**src/rtl/pgm_pkg.sv**
```systemverilog
package pgm_pkg;

  typedef enum logic [1:0] {
    FC_UCAST  = 2'd0,
    FC_MCAST  = 2'd1,
    FC_BCAST  = 2'd2,
    FC_BCAST2 = 2'd3
  } flood_class_e;

  localparam int NUM_RD_PORTS = 3;
  localparam int RD_DEST = 0;
  localparam int RD_SRC  = 1;
  localparam int RD_CFG  = 2;

endpackage

```
**src/rtl/pgm_table.sv**
```systemverilog
module pgm_table #(
  parameter int PW      = 13,
  parameter int QW      = 3,
  parameter int IW      = 7,
  parameter int DEPTH   = 92,
  parameter int WL_IDX  = 59,
  parameter int CPU_POS = 12,
  parameter int NRD     = 3
) (
  input  logic                     clk,
  input  logic                     rst_n,
  input  logic                     we,
  input  logic [IW-1:0]            waddr,
  input  logic [PW-1:0]            wmask,
  input  logic [QW-1:0]            wqueue,
  input  logic [NRD-1:0][IW-1:0]   raddr,
  output logic [NRD-1:0][PW-1:0]   rmask,
  output logic [NRD-1:0][QW-1:0]   rqueue
);

  logic [PW-1:0] mask_mem [DEPTH];
  logic [QW-1:0] q_mem    [DEPTH];

  function automatic logic idx_ok(input logic [IW-1:0] a);
    return int'(a) < DEPTH;
  endfunction

  function automatic logic [PW-1:0] reset_mask(input int e);
    return (e == WL_IDX) ? (PW'(1) << CPU_POS) : '0;
  endfunction

  always_ff @(posedge clk or negedge rst_n) begin
    if (!rst_n) begin
      for (int e = 0; e < DEPTH; e++) begin
        mask_mem[e] <= reset_mask(e);
        q_mem[e]    <= '0;
      end
    end else if (we && idx_ok(waddr)) begin
      mask_mem[waddr] <= wmask;
      q_mem[waddr]    <= wqueue;
    end
  end

  for (genvar r = 0; r < NRD; r++) begin : g_rd
    assign rmask[r]  = idx_ok(raddr[r]) ? mask_mem[raddr[r]] : '0;
    assign rqueue[r] = idx_ok(raddr[r]) ? q_mem[raddr[r]]    : '0;
  end

endmodule

```
**src/rtl/pgm_index_sel.sv**
```systemverilog
module pgm_index_sel
  import pgm_pkg::*;
#(
  parameter int NF       = 12,
  parameter int IW       = 7,
  parameter int SW       = 4,
  parameter int SRC_BASE = 80
) (
  input  logic          hit,
  input  logic [IW-1:0] dest_idx,
  input  logic [1:0]    fclass,
  input  logic [IW-1:0] f_uc,
  input  logic [IW-1:0] f_mc,
  input  logic [IW-1:0] f_bc,
  input  logic [SW-1:0] src,
  output logic [IW-1:0] dst_tbl_idx,
  output logic [IW-1:0] src_tbl_idx,
  output logic          src_ok
);

  function automatic logic [IW-1:0] pick_flood(input logic [1:0] c,
                                               input logic [IW-1:0] uc,
                                               input logic [IW-1:0] mc,
                                               input logic [IW-1:0] bc);
    case (flood_class_e'(c))
      FC_UCAST: return uc;
      FC_MCAST: return mc;
      default:  return bc;
    endcase
  endfunction

  assign src_ok      = int'(src) < NF;
  assign dst_tbl_idx = hit ? dest_idx : pick_flood(fclass, f_uc, f_mc, f_bc);
  assign src_tbl_idx = src_ok ? IW'(SRC_BASE + int'(src)) : '1;

endmodule

```
**src/rtl/pgm_combine.sv**
```systemverilog
module pgm_combine #(
  parameter int NF      = 12,
  parameter int PW      = 13,
  parameter int QW      = 3,
  parameter int SW      = 4,
  parameter int CPU_POS = 12
) (
  input  logic [PW-1:0] dmask,
  input  logic [QW-1:0] dqueue,
  input  logic [PW-1:0] smask,
  input  logic          hit,
  input  logic [1:0]    etype,
  input  logic [SW-1:0] src,
  output logic [PW-1:0] and_mask,
  output logic [PW-1:0] fwd_mask,
  output logic          cpu_copy,
  output logic [QW-1:0] cpu_queue
);

  localparam logic [PW-1:0] CPU_BIT = PW'(1) << CPU_POS;

  function automatic logic [PW-1:0] strip_ingress(input logic [PW-1:0] m,
                                                  input logic [SW-1:0] p);
    logic [PW-1:0] refl;
    refl = (int'(p) < NF) ? (PW'(1) << p) : '0;
    return m & ~refl;
  endfunction

  function automatic logic copy_rule(input logic h, input logic [1:0] t,
                                     input logic [PW-1:0] d);
    return h && (t == 2'd0 || t == 2'd1) && d[CPU_POS];
  endfunction

  assign and_mask  = dmask & smask;
  assign cpu_copy  = copy_rule(hit, etype, dmask);
  assign fwd_mask  = strip_ingress(and_mask, src) | (cpu_copy ? CPU_BIT : '0);
  assign cpu_queue = fwd_mask[CPU_POS] ? dqueue : '0;

endmodule

```
**src/rtl/pgm_resolver.sv**
```systemverilog
module pgm_resolver
  import pgm_pkg::*;
#(
  parameter int NF       = 12,
  parameter int CPU_POS  = 12,
  parameter int QW       = 3,
  parameter int IW       = 7,
  parameter int SRC_BASE = 80,
  parameter int WL_IDX   = 59,
  localparam int PW      = CPU_POS + 1,
  localparam int SW      = $clog2(NF + 1),
  localparam int DEPTH   = SRC_BASE + NF
) (
  input  logic          clk,
  input  logic          rst_n,
  input  logic          req_valid,
  input  logic [SW-1:0] req_src_port,
  input  logic          req_hit,
  input  logic [IW-1:0] req_dest_idx,
  input  logic [1:0]    req_entry_type,
  input  logic [1:0]    req_flood_class,
  input  logic [IW-1:0] flood_uc_idx,
  input  logic [IW-1:0] flood_mc_idx,
  input  logic [IW-1:0] flood_bc_idx,
  input  logic          cfg_we,
  input  logic [IW-1:0] cfg_addr,
  input  logic [PW-1:0] cfg_wr_mask,
  input  logic [QW-1:0] cfg_wr_queue,
  output logic [PW-1:0] cfg_rd_mask,
  output logic [QW-1:0] cfg_rd_queue,
  output logic          rsp_valid,
  output logic [PW-1:0] rsp_mask,
  output logic          rsp_cpu_copy,
  output logic [QW-1:0] rsp_cpu_queue
);

  // stage 0: index selection and table read
  logic [IW-1:0] dst_tbl_idx, src_tbl_idx;
  logic          src_ok;
  logic [NUM_RD_PORTS-1:0][IW-1:0] rd_addr;
  logic [NUM_RD_PORTS-1:0][PW-1:0] rd_mask;
  logic [NUM_RD_PORTS-1:0][QW-1:0] rd_queue;

  pgm_index_sel #(.NF(NF), .IW(IW), .SW(SW), .SRC_BASE(SRC_BASE)) u_sel (
    .hit(req_hit), .dest_idx(req_dest_idx), .fclass(req_flood_class),
    .f_uc(flood_uc_idx), .f_mc(flood_mc_idx), .f_bc(flood_bc_idx),
    .src(req_src_port), .dst_tbl_idx(dst_tbl_idx),
    .src_tbl_idx(src_tbl_idx), .src_ok(src_ok)
  );

  always_comb begin
    rd_addr          = '0;
    rd_addr[RD_DEST] = dst_tbl_idx;
    rd_addr[RD_SRC]  = src_tbl_idx;
    rd_addr[RD_CFG]  = cfg_addr;
  end

  pgm_table #(.PW(PW), .QW(QW), .IW(IW), .DEPTH(DEPTH), .WL_IDX(WL_IDX),
              .CPU_POS(CPU_POS), .NRD(NUM_RD_PORTS)) u_tbl (
    .clk(clk), .rst_n(rst_n), .we(cfg_we), .waddr(cfg_addr),
    .wmask(cfg_wr_mask), .wqueue(cfg_wr_queue),
    .raddr(rd_addr), .rmask(rd_mask), .rqueue(rd_queue)
  );

  // stage 1 registers
  logic          s1_valid, s1_hit;
  logic [1:0]    s1_etype;
  logic [SW-1:0] s1_src;
  logic [PW-1:0] s1_dmask, s1_smask;
  logic [QW-1:0] s1_dqueue;

  always_ff @(posedge clk or negedge rst_n) begin
    if (!rst_n) begin
      s1_valid  <= 1'b0;
      s1_hit    <= 1'b0;
      s1_etype  <= '0;
      s1_src    <= '0;
      s1_dmask  <= '0;
      s1_smask  <= '0;
      s1_dqueue <= '0;
    end else begin
      s1_valid  <= req_valid;
      s1_hit    <= req_hit;
      s1_etype  <= req_entry_type;
      s1_src    <= req_src_port;
      s1_dmask  <= rd_mask[RD_DEST];
      s1_smask  <= src_ok ? rd_mask[RD_SRC] : '0;
      s1_dqueue <= rd_queue[RD_DEST];
    end
  end

  // stage 1 combine
  logic [PW-1:0] and_mask, fwd_mask;
  logic          cpu_copy;
  logic [QW-1:0] cpu_queue;

  pgm_combine #(.NF(NF), .PW(PW), .QW(QW), .SW(SW), .CPU_POS(CPU_POS)) u_cmb (
    .dmask(s1_dmask), .dqueue(s1_dqueue), .smask(s1_smask),
    .hit(s1_hit), .etype(s1_etype), .src(s1_src),
    .and_mask(and_mask), .fwd_mask(fwd_mask),
    .cpu_copy(cpu_copy), .cpu_queue(cpu_queue)
  );

  // stage 2 registers (outputs)
  logic [SW-1:0] rsp_src_q;

  always_ff @(posedge clk or negedge rst_n) begin
    if (!rst_n) begin
      rsp_valid     <= 1'b0;
      rsp_mask      <= '0;
      rsp_cpu_copy  <= 1'b0;
      rsp_cpu_queue <= '0;
      rsp_src_q     <= '0;
    end else begin
      rsp_valid     <= s1_valid;
      rsp_mask      <= s1_valid ? fwd_mask  : '0;
      rsp_cpu_copy  <= s1_valid & cpu_copy;
      rsp_cpu_queue <= s1_valid ? cpu_queue : '0;
      rsp_src_q     <= s1_src;
    end
  end

  always_ff @(posedge clk or negedge rst_n) begin
    if (!rst_n) begin
      cfg_rd_mask  <= '0;
      cfg_rd_queue <= '0;
    end else begin
      cfg_rd_mask  <= rd_mask[RD_CFG];
      cfg_rd_queue <= rd_queue[RD_CFG];
    end
  end

endmodule

```
**config.mk**
```make
export PLATFORM = sky130hd
export DESIGN_NAME = pgm_resolver
export DESIGN_NICKNAME = d
export VERILOG_FILES = /design/src/rtl/pgm_pkg.sv /design/src/rtl/pgm_table.sv /design/src/rtl/pgm_index_sel.sv /design/src/rtl/pgm_combine.sv /design/src/rtl/pgm_resolver.sv
export SDC_FILE = /design/constraint.sdc
export NUM_CORES = 2
export LEC_CHECK = 0
export BUFFER_PORTS_ARGS = -buffer_cell sky130_fd_sc_hd__buf_2
export CELL_PAD_IN_SITES_DETAIL_PLACEMENT = 1
export CELL_PAD_IN_SITES_GLOBAL_PLACEMENT = 2
export CORE_AREA = 4 4 398 479
export DETAILED_ROUTE_END_ITERATION = 16
export DIE_AREA = 0 0 402 483
export PLACE_DENSITY_LB_ADDON = 0.08
export SKIP_LAST_GASP = 1
export SLEW_MARGIN = 15
export SYNTH_ARGS = -nofsm -noshare
export SYNTH_HDL_FRONTEND = slang
export SYNTH_SLANG_ARGS = --single-unit
```
**constraint.sdc**
```tcl
create_clock -name clk -period 2.85 [get_ports clk]
set_clock_uncertainty 0.15 [all_clocks]
set_input_delay 0.4275 -clock clk [delete_from_list [all_inputs] [get_ports clk]]
set_output_delay 0.4275 -clock clk [all_outputs]
set_load 0.02 [all_outputs]
```
==> Word level (Yosys, flattened, before mapping) <==
Cells that the tools add are included.
Widths: inputs -> output; s select.
{ "classes": {"order_cmp": 9, "bitwise": 8, "muxes": 35, "eq_ne": 2, "addsub": 1, "n_shift": 1, "n_reduce_logical": 7} }
{ "ops": {"columns": ["operator", "n"], "rows": [
  ["$bwmux 1196", 1],
  ["$bwmux 276", 1],
  ["$bmux 13 s7", 3],
  ["$mux 13", 14],
  ["$demux 13 s7", 1],
  ["$bmux 3 s7", 2],
  ["$mux 3", 9],
  ["$and 13x13->13", 2],
  ["$ge 8x8->1 const B", 3],
  ["$not 7->8", 3],
  ["$demux 3 s7", 1],
  ["$lt 7x7->1 const B", 3],
  ["$mux 7", 2],
  ["$pmux 7 s2", 1],
  ["$not 13->13", 1],
  ["$or 13x13->13", 1],
  ["$shl 1x4->13 const A", 1],
  ["$lt 4x4->1 const B", 2],
  ["$lt 8x1->1 const B", 1],
  ["$add 7x4->7 const A", 1],
  ["$eq 2x1->1 const B", 2],
  ["$logic_and 1x1->1", 4],
  ["$logic_not 2->1", 2],
  ["$and 1x1->1", 1],
  ["$logic_or 1x1->1", 1]
]} }
{ "word_totals": {"ff_bits": 1543, "elab_cells": 260, "out_inout_bits": 34, "inputBits": 64} }

==> Longest topological paths before layout <==
{ "logic_depth": {"ltp_word": 8, "depth_mapped": 15, "depth_no_buf": 8} }

==> By module <==
A second synthesis with hierarchy kept.
{ "unflattened": {"cells_unflattened": 6371, "area_unflattened_um2": 92894.1} }
{ "by_module_without_submodules": {"columns": ["mod", "area_per_inst_um2", "seq_area_each_um2", "instances", "cells_per_inst"], "rows": [
  ["pgm_table", 90325.4, 36836.6, 1, 6183],
  ["pgm_resolver", 1996.9, 1776.7, 1, 103],
  ["pgm_index_sel", 311.5, 0.0, 1, 40],
  ["pgm_combine", 260.2, 0.0, 1, 45]
]} }

==> Worst setup path after synthesis <==
Ideal clock, no wire load.
{ "synth_timing": {"path_kind": "input to register", "from": "in req_flood_class[0]", "to": "reg s1_dmask[11]", "t_required_ps": 2541, "path_buffers": 3, "setup_slack_ps": -120, "stages": 10, "t_arrival_ps": 2662, "setup_ps": 159, "path_cell_list": "buf_6 -> mux2_4 -> buf_2 -> o221ai_1 -> buf_4 -> mux4_2 -> a22oi_1 -> o31ai_1 -> o311ai_0 -> o22ai_1"} }
{ "synth_lines": {"columns": ["item", "line", "text"], "rows": [
  ["from (decl)", "pgm_resolver.sv:21", "input logic [1:0] req_flood_class,"],
  ["to (signal assigned)", "pgm_resolver.sv:86", "s1_dmask <= rd_mask[RD_DEST];"],
  ["to (decl)", "pgm_resolver.sv:69", "logic [PW-1:0] s1_dmask, s1_smask;"]
]} }

==> flow_metrics.py <==
metrics = {
    "synth": {
        "syn_nets": 7284,
        "synth_flop_cell": "dfrtp_1",
        "synth_area_leaders": "dfrtp_1 47%, mux2_2 21%, a22oi_1 5.4%, nand2_1 4.1%, mux2i_1 3.5%",
        "async_reset_ff_share_pct": 100.0,
        "netlist.area_leader.share_pct": 47.37,
        "avgSynthCellArea_um2": 11.28,
        "netlist_area_um2": 81410,
        "synth_commonest_cells": "1,541 x dfrtp_1, 1,493 x mux2_2, 891 x nand2_1",
        "ys.warnings.count": 0,
        "syn-instance-count": 7220,
        "yosysMostFrequentCell": "dfrtp_1",
        "synth_seq_cells": 1542,
        "ys_seq_area_share_pct": 47.40,
        "synth_edf_count": 0,
        "synth_top_area_cell": "dfrtp_1",
        "ys_types": 70,
    },
    "grt": {
        "antenna_found_initial": 37,
        "grt_util_all_layers_pct": 41.67,
        "grt_overflow": 0,
        "grt_max_degree": 94,
        "grt_pass1_vias": 75030,
        "grt_pass1_wl_mm": 581.2,
    },
    "placement": {
        "hpwl_mm": 291.8,
        "placed_cell_area_um2": 94450,
        "port_buffers": 96,
        "routabilityCongestion": 0.9574,
    },
    "detailed_routing": {
        "drtAntennaViolNets": 0,
        "met2_length_mm": 186.3,
        "initialDrtViolationCount": 8299,
        "via_per_inst": 6.853,
        "wl_met3_mm": 36.31,
        "vias": 72690,
        "top_layer_used": "met5",
        "wl_mm": 415.5,
        "wl_per_cell_um": 39.17,
        "drt_first_pass_iters": 6,
        "drt-met1-wl_mm": 156.0,
        "drc": 0,
    },
    "layout": {
        "drive_above_1_share_pct": 40.29,
        "final_cell_area_um2": 101100,
        "area_growth_pct": 24.16,
        "finalCoreUtilization_pct": 54.24,
        "fin_nets": 8059,
    },
    "clocking": {
        "h-tree-depth": 4,
        "clk_path_buf_depth": 3,
        "numCtsBuffers": 169,
        "path_clk_slew_ns": 0.06,
        "cts_root_buf": "clkbuf_16",
        "clock_latency_ns": 0.85,
        "tritoncts": "built",
        "cts_sinks": 1542,
    },
    "worst_setup_path": {
        "cp_cell_sequence": "clkbuf_4 > buf_4 > nor2_4 > buf_4 > a221o_2 > nor3_1 > buf_4 > buf_4 > nand2_2 > buf_4 > buf_4 > o211ai_1 > nor3_2 > o22ai_1",
        "cp_num_buf_inv": 7,
        "cpPeakStageDelay_ns": 0.56,
        "start_kind": "input port",
        "crit_fanout": 6,
        "cpLargestDelayFamily": "buffers and inverters",
        "end_kind": "flop",
        "crit_arrival_ns": 3.60,
        "startpoint": "req_hit",
        "crit_path_top_delay_cell": "o211ai_1",
        "crit_required_ns": 3.45,
        "r2r_start": "u_tbl.mask_mem[954]",
        "critPathKind": "input port to flop",
        "path_common_cell": "buf_4",
    },
    "die": {
        "core_area_um2": 186400,
        "chipWidth_um": 402,
        "dieHeight_um": 483,
        "die_area_um2": 194200,
        "start_util_pct": 43.68,
        "ios": 98,
        "num_rows": 174,
    },
    "timing": {
        "slew_headroom_pct": 25.53,
        "post-route-min-period_ns": 3.003,
        "min_period_over_period_pct": 105.4,
        "setup-violations-final": 18,
        "worstMarginPinSlew_ns": 1.113,
        "worst_slack_ns": -0.1528,
        "slew_violations": 0,
        "rsz0062_at_grt": "true",
        "timing.fmax_mhz": 333.0,
        "timing.final.hold_violations": 0,
    },
    "run_status": {
        "status": "finished, violations left",
        "violations": "negative setup slack",
    },
    "min_path": {
        "holdCritStartpoint": "req_entry_type[1]",
        "hold_path.class": "input port to flop",
    },
    "pwr": {
        "powerDensity_nw_per_um2": 571.0,
        "ir_worst_vdd_mv": 0.6491,
        "leakage_uw": 0.04637,
    },
    "flow_run": {
        "maxCapViolCount": 0,
    },
}
## timing repair
| action | CTS | global route |
|---|---|---|
| hold buffers | 18 | 0 |
| hold endpoints to repair | 1036 | 0 |
| pin swaps | 9 | 17 |
| buffers inserted | 11 | 20 |
| gates resized for setup | 31 | 44 |
| endpoints found under the setup margin | 12 | 17 |
| cloned | 0 | 5 |
## final timing paths
kind                            slack [ns]  cells after the start                   to
worst max register to register        0.19                      7       cfg_rd_mask[5]
max in group asynchronous             0.19                      4  u_tbl.mask_mem[475]
worst max-delay path                 -0.15                     14          s1_dmask[2]
min in group asynchronous             0.58                      3  u_tbl.mask_mem[459]
worst min register to register        0.34                      1         rsp_cpu_copy
worst min-delay path                  0.09                      2          s1_etype[1]
## layout by cell type, fill, tap and decap left out, types with 109 or more instances in the layout
| master | count |
|---|---|
| a31oi_1 | 118 |
| nand2_1 | 886 |
| buf_4 | 935 |
| nor2_1 | 117 |
| a21oi_1 | 166 |
| dfrtp_1 | 1541 |
| a22oi_1 | 581 |
| buf_12 | 264 |
| nand3_1 | 260 |
| nand4_1 | 158 |
| o22ai_1 | 119 |
| mux2_2 | 1493 |
| mux2i_1 | 285 |
| mux4_2 | 113 |
| clkbuf_16 | 180 |
| a221oi_1 | 109 |
## per-layer routing
metal / up-vias / GRT usage, %
li1: 28810 / -
met4: 18 / 30.45
met1: 38440 / 51.36
met3: 1317 / 9.281
met2: 4107 / 64.43
met5: - / 0
## kinds of logic after synthesis
family / Yosys count / synth area share [%]
mux: 1895 / 27.34
flops: 1542 / 47.40
buf+inv: 717 / 3.623
compound gates: 1489 / 13.03
simple gates: 1577 / 8.604
## report_power, final
| part | switching [uW] | internal (uW) | total (uW) |
|---|---|---|---|
| clock | 9620 | 13100 | 22700 |
| combinational | 6040 | 4050 | 10100 |
| sequential | 1540 | 23400 | 24900 |
## stage by stage
step | setup WS (ns) | hold WS, ns | cells | setup TNS [ns] | total power [uW]
after floorplan | -0.01243 | -0.01809 | 7220 | -0.03130 | 29100
after global placement | -1.521 | 0.2381 | 10230 | -253.78 | 34500
after detailed placement | -1.477 | 0.2514 | 10230 | -288.36 | 34770
after CTS | -0.006863 | 0.02764 | 10560 | -0.006863 | 57530
after global routing | -0.07035 | 0.08303 | 10590 | -0.1971 | 59320
final | -0.1528 | 0.09100 | 10610 | -1.047 | 57710
## sequential cells by signal (all words and copies together), names as in the netlist
signal	cells
s1_dmask	13
rsp_valid	1
cfg_rd_mask	13
s1_etype	1
rsp_mask	13
s1_valid	1
u_tbl.mask_mem	1196
s1_dqueue	3
s1_hit	1
rsp_cpu_copy	1
cfg_rd_queue	3
u_tbl.q_mem	276
s1_smask	13
rsp_cpu_queue	3
s1_src	4
## final cells by class
class	instances	area, um2
Antenna cell	20	50.05
Timing Repair Buffer	1312	13240
Inverter	9	33.78
Sequential cell	1542	38590
Fill cell	19250	85290
Clock inverter	54	553.0
Clock buffer	246	5066
Tap cell	2464	3083
Multi-Input combinational cell	4961	40460
(Power assumes the default switching activity.)
